--- src/rtl/adc_out_pkg.sv ---
package adc_out_pkg;
  localparam int unsigned CODE_W = 8;

  typedef struct packed {
    logic [CODE_W-1:0] code;
    logic              ovr;
  } smp_t;

  localparam int unsigned SMP_W = $bits(smp_t);
endpackage

--- src/rtl/adc_clk_en.sv ---
module adc_clk_en (
  input  logic clk_i,
  input  logic rst_ni,
  input  logic div_n_i,
  output logic en_o
);
  logic en_q;

  always_ff @(posedge clk_i or negedge rst_ni) begin
    if (!rst_ni) en_q <= 1'b0;
    else if (div_n_i) en_q <= 1'b1;
    else en_q <= ~en_q;
  end

  assign en_o = en_q;

  a_r5_half_rate_low: assert property (@(posedge clk_i) disable iff (!rst_ni)
    (!div_n_i && !en_q) |=> en_q);
  a_r5_half_rate_high: assert property (@(posedge clk_i) disable iff (!rst_ni)
    (!div_n_i && en_q) |=> !en_q);
  a_r6_full_rate: assert property (@(posedge clk_i) disable iff (!rst_ni)
    div_n_i |=> en_q);
endmodule

--- src/rtl/adc_delay_line.sv ---
module adc_delay_line #(
  parameter int unsigned DEPTH = 27,
  parameter int unsigned W     = 9
) (
  input  logic         clk_i,
  input  logic         rst_ni,
  input  logic         en_i,
  input  logic [W-1:0] d_i,
  output logic [W-1:0] q_o
);
  logic [W-1:0] stg_q [DEPTH];

  always_ff @(posedge clk_i or negedge rst_ni) begin
    if (!rst_ni) begin
      for (int i = 0; i < DEPTH; i++) stg_q[i] <= '0;
    end else if (en_i) begin
      stg_q[0] <= d_i;
      for (int i = 1; i < DEPTH; i++) stg_q[i] <= stg_q[i-1];
    end
  end

  assign q_o = stg_q[DEPTH-1];
endmodule

--- src/rtl/adc_fmt_out.sv ---
module adc_fmt_out
  import adc_out_pkg::*;
#(
  parameter int unsigned LATENCY = 28
) (
  input  logic              clk_i,
  input  logic              rst_ni,
  input  logic              en_i,
  input  logic              fmt_n_i,
  input  smp_t              smp_i,
  output logic [CODE_W-1:0] data_o,
  output logic              ovr_o,
  output logic              valid_o
);
  localparam int unsigned CNT_W = $clog2(LATENCY);
  localparam logic [CNT_W-1:0] CNT_TOP = CNT_W'(LATENCY - 1);

  logic [CNT_W-1:0] fill_q;
  logic [CODE_W-1:0] code_fmt;

  // two's complement of offset binary: flip the sign bit
  assign code_fmt = fmt_n_i ? smp_i.code
                            : {~smp_i.code[CODE_W-1], smp_i.code[CODE_W-2:0]};

  always_ff @(posedge clk_i or negedge rst_ni) begin
    if (!rst_ni) begin
      fill_q  <= '0;
      data_o  <= '0;
      ovr_o   <= 1'b0;
      valid_o <= 1'b0;
    end else if (en_i) begin
      data_o  <= code_fmt;
      ovr_o   <= smp_i.ovr;
      valid_o <= (fill_q == CNT_TOP);
      if (fill_q != CNT_TOP) fill_q <= fill_q + 1'b1;
    end
  end

  a_r8_valid_sticky: assert property (@(posedge clk_i) disable iff (!rst_ni)
    valid_o |=> valid_o);
  a_r7_hold_idle: assert property (@(posedge clk_i) disable iff (!rst_ni)
    !en_i |=> ($stable(data_o) && $stable(ovr_o) && $stable(valid_o)));
  a_r8_fill_bound: assert property (@(posedge clk_i) disable iff (!rst_ni)
    fill_q <= CNT_TOP);
endmodule

--- src/rtl/adc_out_stage.sv ---
module adc_out_stage
  import adc_out_pkg::*;
#(
  parameter int unsigned LATENCY = 28
) (
  input  logic              clk_i,
  input  logic              rst_ni,
  input  logic              div_n_i,
  input  logic              fmt_n_i,
  input  logic [CODE_W-1:0] sample_i,
  input  logic              ovr_i,
  output logic              conv_en_o,
  output logic [CODE_W-1:0] data_o,
  output logic              ovr_o,
  output logic              valid_o
);
  smp_t smp_in, smp_dly;

  adc_clk_en u_clk_en (
    .clk_i   (clk_i),
    .rst_ni  (rst_ni),
    .div_n_i (div_n_i),
    .en_o    (conv_en_o)
  );

  assign smp_in.code = sample_i;
  assign smp_in.ovr  = ovr_i;

  // LATENCY-1 stages here, the formatting register is the last one
  adc_delay_line #(
    .DEPTH (LATENCY - 1),
    .W     (SMP_W)
  ) u_dly (
    .clk_i  (clk_i),
    .rst_ni (rst_ni),
    .en_i   (conv_en_o),
    .d_i    (smp_in),
    .q_o    (smp_dly)
  );

  adc_fmt_out #(
    .LATENCY (LATENCY)
  ) u_fmt (
    .clk_i   (clk_i),
    .rst_ni  (rst_ni),
    .en_i    (conv_en_o),
    .fmt_n_i (fmt_n_i),
    .smp_i   (smp_dly),
    .data_o  (data_o),
    .ovr_o   (ovr_o),
    .valid_o (valid_o)
  );

  a_r10_reset_quiet: assert property (@(posedge clk_i)
    !rst_ni |-> (!valid_o && !conv_en_o && !ovr_o && data_o == '0));
endmodule

--- config.mk ---
export PLATFORM = sky130hd
export DESIGN_NAME = adc_out_stage
export DESIGN_NICKNAME = d
export VERILOG_FILES = /design/src/rtl/adc_out_pkg.sv /design/src/rtl/adc_clk_en.sv /design/src/rtl/adc_delay_line.sv /design/src/rtl/adc_fmt_out.sv /design/src/rtl/adc_out_stage.sv
export SDC_FILE = /design/constraint.sdc
export NUM_CORES = 1
export LEC_CHECK = 0
export ABC_AREA = 1
export BUFFER_PORTS_ARGS = -buffer_cell sky130_fd_sc_hd__buf_2
export CORE_UTILIZATION = 55
export DETAILED_ROUTE_END_ITERATION = 8
export PLACE_DENSITY = 0.72
export SLEW_MARGIN = 25
export SYNTH_ARGS = -nofsm -noshare
export SYNTH_HDL_FRONTEND = slang
export SYNTH_SLANG_ARGS = --single-unit
--- constraint.sdc ---
create_clock -name clk_i -period 1.7 [get_ports clk_i]
set_clock_uncertainty 0.2 [all_clocks]
set_input_delay 0.085 -clock clk_i [delete_from_list [all_inputs] [get_ports clk_i]]
set_output_delay 0.085 -clock clk_i [all_outputs]
set_load 0.03 [all_outputs]
-- Word level (Yosys, flattened, before mapping)
Index checks and enable logic that the tools add are counted.
- register bits after elaboration: 259
- logic and storage cells: 40
- add/sub/neg operators: 1
- eq/ne operators: 2
- mux-type cells: 2
- bitwise logic cells: 2
- reduce and logical (&&, ||, !) cells: 1
- operators by type and width (operator ; number):
    $mux 8 ; 1
    $add 5x1->5 const B ; 1
    $eq 5x5->1 const B ; 1
    $ne 5x5->1 const B ; 1
    $not 1->1 ; 2
    $reduce_and 2->1 ; 1
    $mux 1 ; 1

-- Depth between registers and ports, before layout
Gate-level depths: netlist of run 1.
- depth in word-level cells: 2
- gate-level depth with buffers: 7
- gate-level depth less buffers: 7

-- Hierarchy
From an unflattened synthesis of run 1, not the netlist that was laid out.
- cells, all modules: 1116
- area total of the unflattened synthesis: 9985.8 µm²
- modules (own cells, without submodules) (module ; instances ; cells an instance ; area an instance (µm²) ; sequential area each (µm²)):
    adc_delay_line ; 1 ; 1035 ; 9300.2 ; 6080.8
    adc_fmt_out ; 1 ; 78 ; 653.1 ; 375.4
    adc_clk_en ; 1 ; 3 ; 32.5 ; 25.0

-- Worst setup path after synthesis of run 1
No wires, ideal clock.
- path kind: reg-to-reg
- start point: register u_clk_en.en_q (netlist: u_clk_en.en_o)
- end point: register u_fmt.data_o[0]
- arrival: 1.190 ns
- data required time: 1.368 ns
- path slack: 0.178 ns
- stages on the path, launching flop included: 7
- path buffers: 3
- clock period less this slack: 1.522 ns
- path through: dfrtp_1 inv_2 buf_6 buf_6 buf_6 nand2_1 o21ai_1
- RTL lines (what ; RTL line ; source):
    from (decl) ; adc_clk_en.sv:7 ; logic en_q;
    from (signal assigned) ; adc_clk_en.sv:12 ; else en_q <= ~en_q;
    to (signal assigned) ; adc_fmt_out.sv:32 ; data_o <= code_fmt;
    to (decl) ; adc_fmt_out.sv:11 ; output logic [CODE_W-1:0] data_o,

-- Worst setup path after layout of run 1
- start point: register u_clk_en.en_q (netlist: u_clk_en.en_o)
- end point: output conv_en_o
- RTL lines (what ; RTL line ; source):
    to (decl) ; adc_out_stage.sv:12 ; output logic conv_en_o,
No word-level cell between the ends.

==> metrics, run 1 <==
type of the setup path with the least slack reg2out; met2 WL about 8.0 mm; mean area per synthesized cell 9.911 um2; total via count after detailed routing 6275; Worst slew margin 0.6492; most area-hungry cell type in the Yosys netlist sky130_fd_sc_hd__dfrtp_1; Syn Nets 995; Top FF cell, synth sky130_fd_sc_hd__dfrtp_1; met1 WL approximately 7.5 mm; core utilization of the finished layout 0.6427; Synth top cells by count sky130_fd_sc_hd__nand2_1, sky130_fd_sc_hd__dfrtp_1, sky130_fd_sc_hd__o21ai_0; DRC Markers 0; hold path startpoint sample_i[7]; length of the first detailed-routing pass in iterations 5; post-route setup slack between 0.03 and 0.04 ns; number of synthesis warnings 0; compound-cell area share of the yosys netlist 0.1235; number of antenna diodes 0; top-level port count 24; Critical Path Fanout Max 39; floorplan die width roughly 130 um; most numerous cell in the Yosys netlist sky130_fd_sc_hd__nand2_1; maximum capacitance violations 0; post-synth design cell area approximately 0.01 mm2; unique cell type count in the Yosys netlist 17; Tightest Hold Check Type in2reg; first-pass GRT wire length approximately 28 mm; hold path cells 4; xor/xnor share of the synthesized area 0.003603; synthesized instance count roughly 980; number of synthesized register bits between 200 and 300; starting DRC count in detailed routing ~440; Std-Cell Rows 48; CP startpoint kind flop; Endpoint, Worst Hold u_dly.stg_q[242]; final count of negative-setup-slack endpoints 0; post-synthesis simple-gate area fraction 0.1161; die height 135.0 um; Post-synth EDFFs 0; initial core utilization 0.5621; share of the clock period used by the worst path after layout 0.9801; TritonCTS Buffers 26; fraction of layout cells with a size suffix above 1 0.08090; number of nets with antenna violations after routing 0; deepest clock path buffer count 3; RR Endpoint u_clk_en.en_o; via count of the first global-routing pass roughly 6300; required arrival time at the worst endpoint ~1.4 ns; wire length per cell 13.02 um; CP Capture Type output port; Max Transition Viols Final 0; reg-to-reg slack, setup roughly 0.050 ns; IO buf count 23; Post-DP HPWL about 8.4 mm; Max stage delay on crit path around 0.5 ns; maximum number of pins on one net before global-route repair just over 90; cell types occupying the most area after synthesis sky130_fd_sc_hd__dfrtp_1, sky130_fd_sc_hd__nand2_1, sky130_fd_sc_hd__o21ai_0; dominant combinational cell family by area after synthesis compound AO/OA/AOI/OAI gates; part of the Yosys area used for sequential elements 0.6666; Cell Chain, Critical Path buf_16, buf_6; post-layout net count 1021; min cycle time layout ~1.7 ns; Worst path slowest cell sky130_fd_sc_hd__dfrtp_4; clock transition at the registers of the reported paths about 0.06 ns; total global routing overflow 0; source-to-sink clock delay at the later pin of the worst-skew pair approximately 0.52 ns; core box area ~0.017 mm2; number of endpoints with negative hold slack in the final report 0; post-synthesis to final-layout area growth 14.34%; total track usage 0.1892; arrival time at the worst endpoint about 1.4 ns; Die Footprint between 0.015 and 0.02 mm2; H-tree lvl count 1; Yosys top cell area share 0.6666; final wirelength roughly 16 mm; power density over cell area ~1500 mW/mm2; final total power ~16 mW; summed negative setup slack over all endpoints 0 ns; worst setup path start u_clk_en.en_o; family with the most delay on the worst path flip-flops; reg2reg path depth 4; clock tree from TritonCTS yes; global placement routability congestion between 0.6 and 0.7; clk root buf sky130_fd_sc_hd__clkbuf_16; number of filler cells placed in the layout about 1300; proportion of synthesized flip-flops having asynchronous set or reset 1.000; Slew @ Worst Pin 0.5244 ns; Achievable Freq ~0.6 GHz; RSZ-0062 raised after global routing no; via density per instance between 5 and 6; run status finished clean; count of clock tree sinks 259; buffer and inverter count on the worst path 2; multiplexer area fraction after synthesis 0; IR drop worst, VDD ~0.00085 V; FF-to-FF Start u_clk_en.en_o; minimum setup slack after placement about 0.18 ns; adder-cell share of the synthesized area 0.001287; routed wl met3 slightly above 400 um; top layer reached by signal wires met4; initial antenna violation count 0; standby leakage power roughly 5.3 nW
## worst register-to-register path, cell delays in order, from the launching register on
cell and delay (ns):
sky130_fd_sc_hd__dfrtp_4 0.44, sky130_fd_sc_hd__buf_4 0.22, sky130_fd_sc_hd__clkinv_8 0.17, sky130_fd_sc_hd__buf_16 0.22, sky130_fd_sc_hd__or2_1 0.28
## per-layer routing
| metal | global-route usage | up-vias |
|---|---|---|
| met1 | 0.2496 | 3072 |
| met5 | 0 | - |
| met3 | 0.02553 | 29 |
| li1 | - | 3095 |
| met2 | 0.3290 | 79 |
| met4 | 0.05306 | 0 |
## stage by stage
stage	cells	hold slack, ns	area [um2]
4_1_cts	1251	0.08239	11090
6_report	1251	0.1189	11120
3_5_place_dp	1186	-0.2756	9983
5_1_grt	1251	0.1365	11120
2_1_floorplan	981	-0.4106	9723
3_3_place_gp	1186	-0.2748	9983
## cell type report
cell class                      count  area [um2]  area share
Timing Repair Buffer               54       601.8     0.05414
Clock inverter                     11       168.9     0.01519
Inverter                          123       474.2     0.04266
Clock buffer                       36       728.2     0.06550
Tap cell                          225       281.5     0.02532
Sequential cell                   259        6485      0.5833
Multi-Input combinational cell    543        2377      0.2138
## worst max-delay path by stage
stage / end / cells past startpoint / slack [ns]
2_1_floorplan: u_fmt.data_o[0] / 6 / 0.18
3_3_place_gp: u_fmt.ovr_o / 3 / 0.20
3_5_place_dp: u_fmt.ovr_o / 3 / 0.18
4_1_cts: conv_en_o / 2 / 0.0005
5_1_grt: conv_en_o / 2 / 0.02
6_report: conv_en_o / 2 / 0.03
## sequential cells by signal, summed over array words and instances (netlist names)
| name | flops |
|---|---|
| u_dly.stg_q | 234 |
| u_dly.q_o | 9 |
| u_fmt.data_o | 8 |
| u_fmt.fill_q | 5 |
| u_clk_en.en_o | 1 |
| u_fmt.ovr_o | 1 |
| u_fmt.valid_o | 1 |
## logic make-up (layout without fill, tap and decap cells)
| group | count (synthesis) | after routing |
|---|---|---|
| xor gates and xnor gates | 4 | 4 |
| AOI/OAI and AO/OA | 240 | 240 |
| adders and majority gates | 1 | 1 |
| DFF | 259 | 259 |
| and+or+nand+nor | 298 | 298 |
| buffers and inverters | 179 | 224 |
## cell usage in the layout, fill, tap and decap left out
cell / n
sky130_fd_sc_hd__buf_2: 21
sky130_fd_sc_hd__buf_8: 1
sky130_fd_sc_hd__xor2_1: 4
sky130_fd_sc_hd__buf_12: 9
sky130_fd_sc_hd__dfrtp_1: 258
sky130_fd_sc_hd__buf_6: 1
sky130_fd_sc_hd__nor2_1: 4
sky130_fd_sc_hd__dfrtp_4: 1
sky130_fd_sc_hd__clkinv_2: 5
sky130_fd_sc_hd__clkinvlp_4: 1
sky130_fd_sc_hd__nor2_2: 1
sky130_fd_sc_hd__clkbuf_1: 6
sky130_fd_sc_hd__clkbuf_8: 4
sky130_fd_sc_hd__buf_16: 3
sky130_fd_sc_hd__clkbuf_16: 26
sky130_fd_sc_hd__bufbuf_16: 1
sky130_fd_sc_hd__or2_1: 1
sky130_fd_sc_hd__ha_1: 1
sky130_fd_sc_hd__bufinv_16: 4
sky130_fd_sc_hd__nand2_2: 1
sky130_fd_sc_hd__nand3_1: 2
sky130_fd_sc_hd__o21ai_0: 123
sky130_fd_sc_hd__buf_4: 2
sky130_fd_sc_hd__clkinv_8: 2
sky130_fd_sc_hd__dlygate4sd3_1: 16
sky130_fd_sc_hd__o21ai_1: 117
sky130_fd_sc_hd__nand2_1: 289
sky130_fd_sc_hd__inv_1: 122
## what timing repair did
| action | in CTS | in global routing |
|---|---|---|
| setup endpoints to repair | 1 | 31 |
| setup buffers | 1 | 0 |
| hold buffers | 16 | 0 |
| gates cloned | 1 | 0 |
| hold endpoints to repair | 270 | 0 |
| gates resized for setup | 2 | 5 |
## power by group
part	switching (mW)	leakage [nW]	internal [mW]
Clock	2.28	0.439	3.60
Combinational	1.37	1.42	0.794
Sequential	0.605	3.41	7.55
Power figures use the tool's default switching activity.
==> run 2, diff against run 1 <==
ABC_AREA = unset   (was 1)
SETUP_SLACK_MARGIN = 0.02   (was unset)
==> metrics, run 2 <==
CP startpoint kind flop; post-synthesis to final-layout area growth 15.33%; number of endpoints with negative hold slack in the final report 0 (unchanged); number of nets with antenna violations after routing 0 (unchanged); CP Capture Type flop; power density over cell area 1711 mW/mm2 (+17%); standby leakage power 5.092 nW (-3.4%); total via count after detailed routing 4489 (-28%); Worst slew margin 0.7245 (+0.07527); TritonCTS Buffers 26 (unchanged); switching power as a share of total power 0.2484 (-0.01437); Final Hold Slack 0.1339 ns (+0.01499 ns); length of the first detailed-routing pass in iterations 4 (-1); clk root buf sky130_fd_sc_hd__clkbuf_16; source-to-sink clock delay at the later pin of the worst-skew pair 0.51 ns (about the same); reg-to-reg slack, setup 0.03 ns (-0.02 ns); via count of the first global-routing pass 4887 (-22%); Endpoint, Worst Hold u_clk_en.en_o; initial core utilization 0.5652 (+0.003101); share of the clock period used by the worst path after layout 0.9815 (+0.001468); total track usage 0.1561 (-0.03313); required arrival time at the worst endpoint 1.89 ns (+0.48 ns); core utilization of the finished layout 0.6519 (+0.009166); adder-cell share of the synthesized area 0.001275 (-0.00001149); post-synth design cell area 0.009811 mm2 (+0.90%); unique cell type count in the Yosys netlist 16 (-1); die height 135.6 um (+0.44%); IO buf count 23 (unchanged); top-level port count 24 (unchanged); hold path startpoint div_n_i; Post-DP HPWL 7.925 mm (-5.1%); RR Endpoint u_dly.stg_q[227]; clock transition at the registers of the reported paths 0.06 ns (about the same); Synth top cells by count sky130_fd_sc_hd__dfrtp_1, sky130_fd_sc_hd__mux2_2, sky130_fd_sc_hd__buf_6; starting DRC count in detailed routing 139 (-68%); core box area 0.01736 mm2 (+0.35%); reg2reg path depth 4 (unchanged); initial antenna violation count 0 (unchanged); Syn Nets 571 (-43%); number of synthesis warnings 0 (unchanged); final count of negative-setup-slack endpoints 0 (unchanged); RSZ-0062 raised after global routing yes; part of the Yosys area used for sequential elements 0.6606 (-0.005951); most common cell after layout, fill and taps aside sky130_fd_sc_hd__dfrtp_1; Tightest Hold Check Type in2reg; Achievable Freq 0.5993 GHz (-0.15%); commonest non-fill, non-tap cells in the layout sky130_fd_sc_hd__dfrtp_1, sky130_fd_sc_hd__mux2_2, sky130_fd_sc_hd__mux2_4, sky130_fd_sc_hd__clkbuf_16, sky130_fd_sc_hd__buf_2; mean area per synthesized cell 17.61 um2 (+78%); share of power burned in the clock network 0.276 (-0.087); Critical Path Fanout Max 34 (-13%); clock tree from TritonCTS yes; count of clock tree sinks 259 (unchanged); Post-Layout Inst Area 0.01131 mm2 (+1.8%); H-tree lvl count 1 (unchanged); number of antenna diodes 0 (unchanged); maximum capacitance violations 0 (unchanged); deepest clock path buffer count 3 (unchanged); post-detailed-placement cell area 0.01021 mm2 (+2.3%); Max Transition Viols Final 0 (unchanged); FF-to-FF Start u_clk_en.en_o; post-synthesis simple-gate area fraction 0.004464 (-0.1116); via density per instance 5.220 (+4.1%); type of the setup path with the least slack reg2reg; Post-synth EDFFs 0 (unchanged); internal power 14.55 mW (+22%); maximum number of pins on one net before global-route repair 70 (-25%); min cycle time layout 1.669 ns (+0.002495 ns); number of synthesized register bits 259 (unchanged); DRC Markers 0 (unchanged); part of the total power dissipated in sequential elements 0.527 (+0.024); Std-Cell Rows 48 (unchanged); final total power 19.36 mW (+20%); summed negative setup slack over all endpoints 0 ns (unchanged); total global routing overflow 0 (unchanged); multiplexer area fraction after synthesis 0.2991 (+0.2991); floorplan die width 135.6 um (+0.44%); IR drop worst, VDD 0.001065 V (+26%); xor/xnor share of the synthesized area 0.003571 (-0.00003217); cell types occupying the most area after synthesis sky130_fd_sc_hd__dfrtp_1, sky130_fd_sc_hd__mux2_2, sky130_fd_sc_hd__mux2_4; Die Footprint 0.01838 mm2 (+0.88%); Top FF cell, synth sky130_fd_sc_hd__dfrtp_1; hold path cells 3 (-1); most area-hungry cell type in the Yosys netlist sky130_fd_sc_hd__dfrtp_1; arrival time at the worst endpoint 1.86 ns (+0.48 ns); run status finished clean; flip-flop count of the largest register after layout 234 (unchanged); largest register by flop count u_dly.stg_q; dominant combinational cell family by area after synthesis multiplexers; first-pass GRT wire length 23.20 mm (-18%); fraction of layout cells with a size suffix above 1 0.5354 (+0.4545); sw power 4.809 mW (+13%); Slew @ Worst Pin 0.4132 ns (-0.1112 ns); Yosys top cell area share 0.6606 (-0.005951); final wirelength 13.36 mm (-18%); synthesized instance count 557 (-43%); power share of the combinational group 0.197 (+0.063); most numerous cell in the Yosys netlist sky130_fd_sc_hd__dfrtp_1; proportion of synthesized flip-flops having asynchronous set or reset 1.000 (unchanged); wire length per cell 15.54 um (+19%); post-layout net count 631 (-38%); global placement routability congestion 0.7060 (+2.4%); compound-cell area share of the yosys netlist 0.0005101 (-0.1230)
## run 2: cell types whose count changed after synthesis, sizes merged, moves of 2 or more
cell,change
nand4,+2
xnor2,+4
inv,-122
nand2,-287
xor2,-4
buf,-5
nor2,-5
clkbuf,-22
mux2,+253
o21ai,-239
## run 2: how the worst max path moves through the flow
| stage | startpoint | end | slack, ns | cells after the start |
|---|---|---|---|---|
| floorplan | u_clk_en.en_o | u_dly.stg_q[18] | 0.03 | 4 |
| global placement | u_clk_en.en_o | u_dly.stg_q[231] | 0.14 | 3 |
| detailed placement | u_fmt.fill_q[0] | u_fmt.fill_q[1] | 0.1 | 4 |
| CTS | u_clk_en.en_o | conv_en_o | 0.02 | 2 |
| global route | u_clk_en.en_o | u_dly.stg_q[25] | -0.01 | 4 |
| finish | u_clk_en.en_o | u_dly.stg_q[227] | 0.03 | 4 |
## run 2: worst max-delay path, cell delays in order, from the launching register on
cell	delay [ns]
sky130_fd_sc_hd__dfrtp_4	0.51
sky130_fd_sc_hd__buf_12	0.15
sky130_fd_sc_hd__buf_16	0.18
sky130_fd_sc_hd__clkbuf_16	0.19
sky130_fd_sc_hd__mux2_4	0.30
## run 2: repair_timing
action                                  4_1_cts  5_1_grt
hold buffers                                 13        0
cloned                                        1        1
endpoints found under the setup margin        1       65
endpoints found under the hold margin       270        0
buffers inserted                              2        3
gates resized for setup                       1       12
pin swaps                                     0        1
## run 2: power groups by stage
stage | Clock [mW] | Combinational [mW] | Sequential [mW]
final | 5.35 | 3.81 | 10.2
after global routing | 5.74 | 4.17 | 10.6
after CTS | 5.51 | 3.82 | 10.2
after detailed placement | 0 | 3.74 | 10.3
after global placement | 0 | 3.52 | 10.2
after floorplan | 0 | 2.91 | 10.0
## run 2: layout make-up
| class | instances | area (um2) |
|---|---|---|
| inverters | 1 | 3.754 |
| repair buffers | 61 | 658.1 |
| fillers | 1176 | 6042 |
| flip-flops and latches | 259 | 6485 |
| well taps | 225 | 281.5 |
| multi-input cells | 268 | 3072 |
| clock inverters | 8 | 67.56 |
| clock buffers | 38 | 747.0 |
## run 2: logic make-up (layout without fill, tap and decap cells)
family          after synthesis  count (layout)
compound gates                1               1
xor+xnor                      4               4
fa+ha+maj                     1               1
buf+inv                      30             108
flops                       259             259
mux                         254             254
simple gates                  8               8
## run 2: metal layers
metal | track usage | routed length (um) | up-vias | share of wire
li1 | - | - | 2082 | -
met1 | 0.2056 | 6137 | 2347 | 0.46
met2 | 0.2625 | 6623 | 39 | 0.50
met3 | 0.02918 | 340 | 21 | 0.025
met4 | 0.04931 | 259 | 0 | 0.019
met5 | 0 | 0 | - | 0
## run 2: through the flow
| step | std cells | worst slack (ns) |
|---|---|---|
| floorplan | 557 | 0.02515 |
| global placement | 794 | 0.1417 |
| detailed placement | 794 | 0.09657 |
| CTS | 856 | 0.02098 |
| global route | 860 | -0.01259 |
| finish | 860 | 0.03140 |
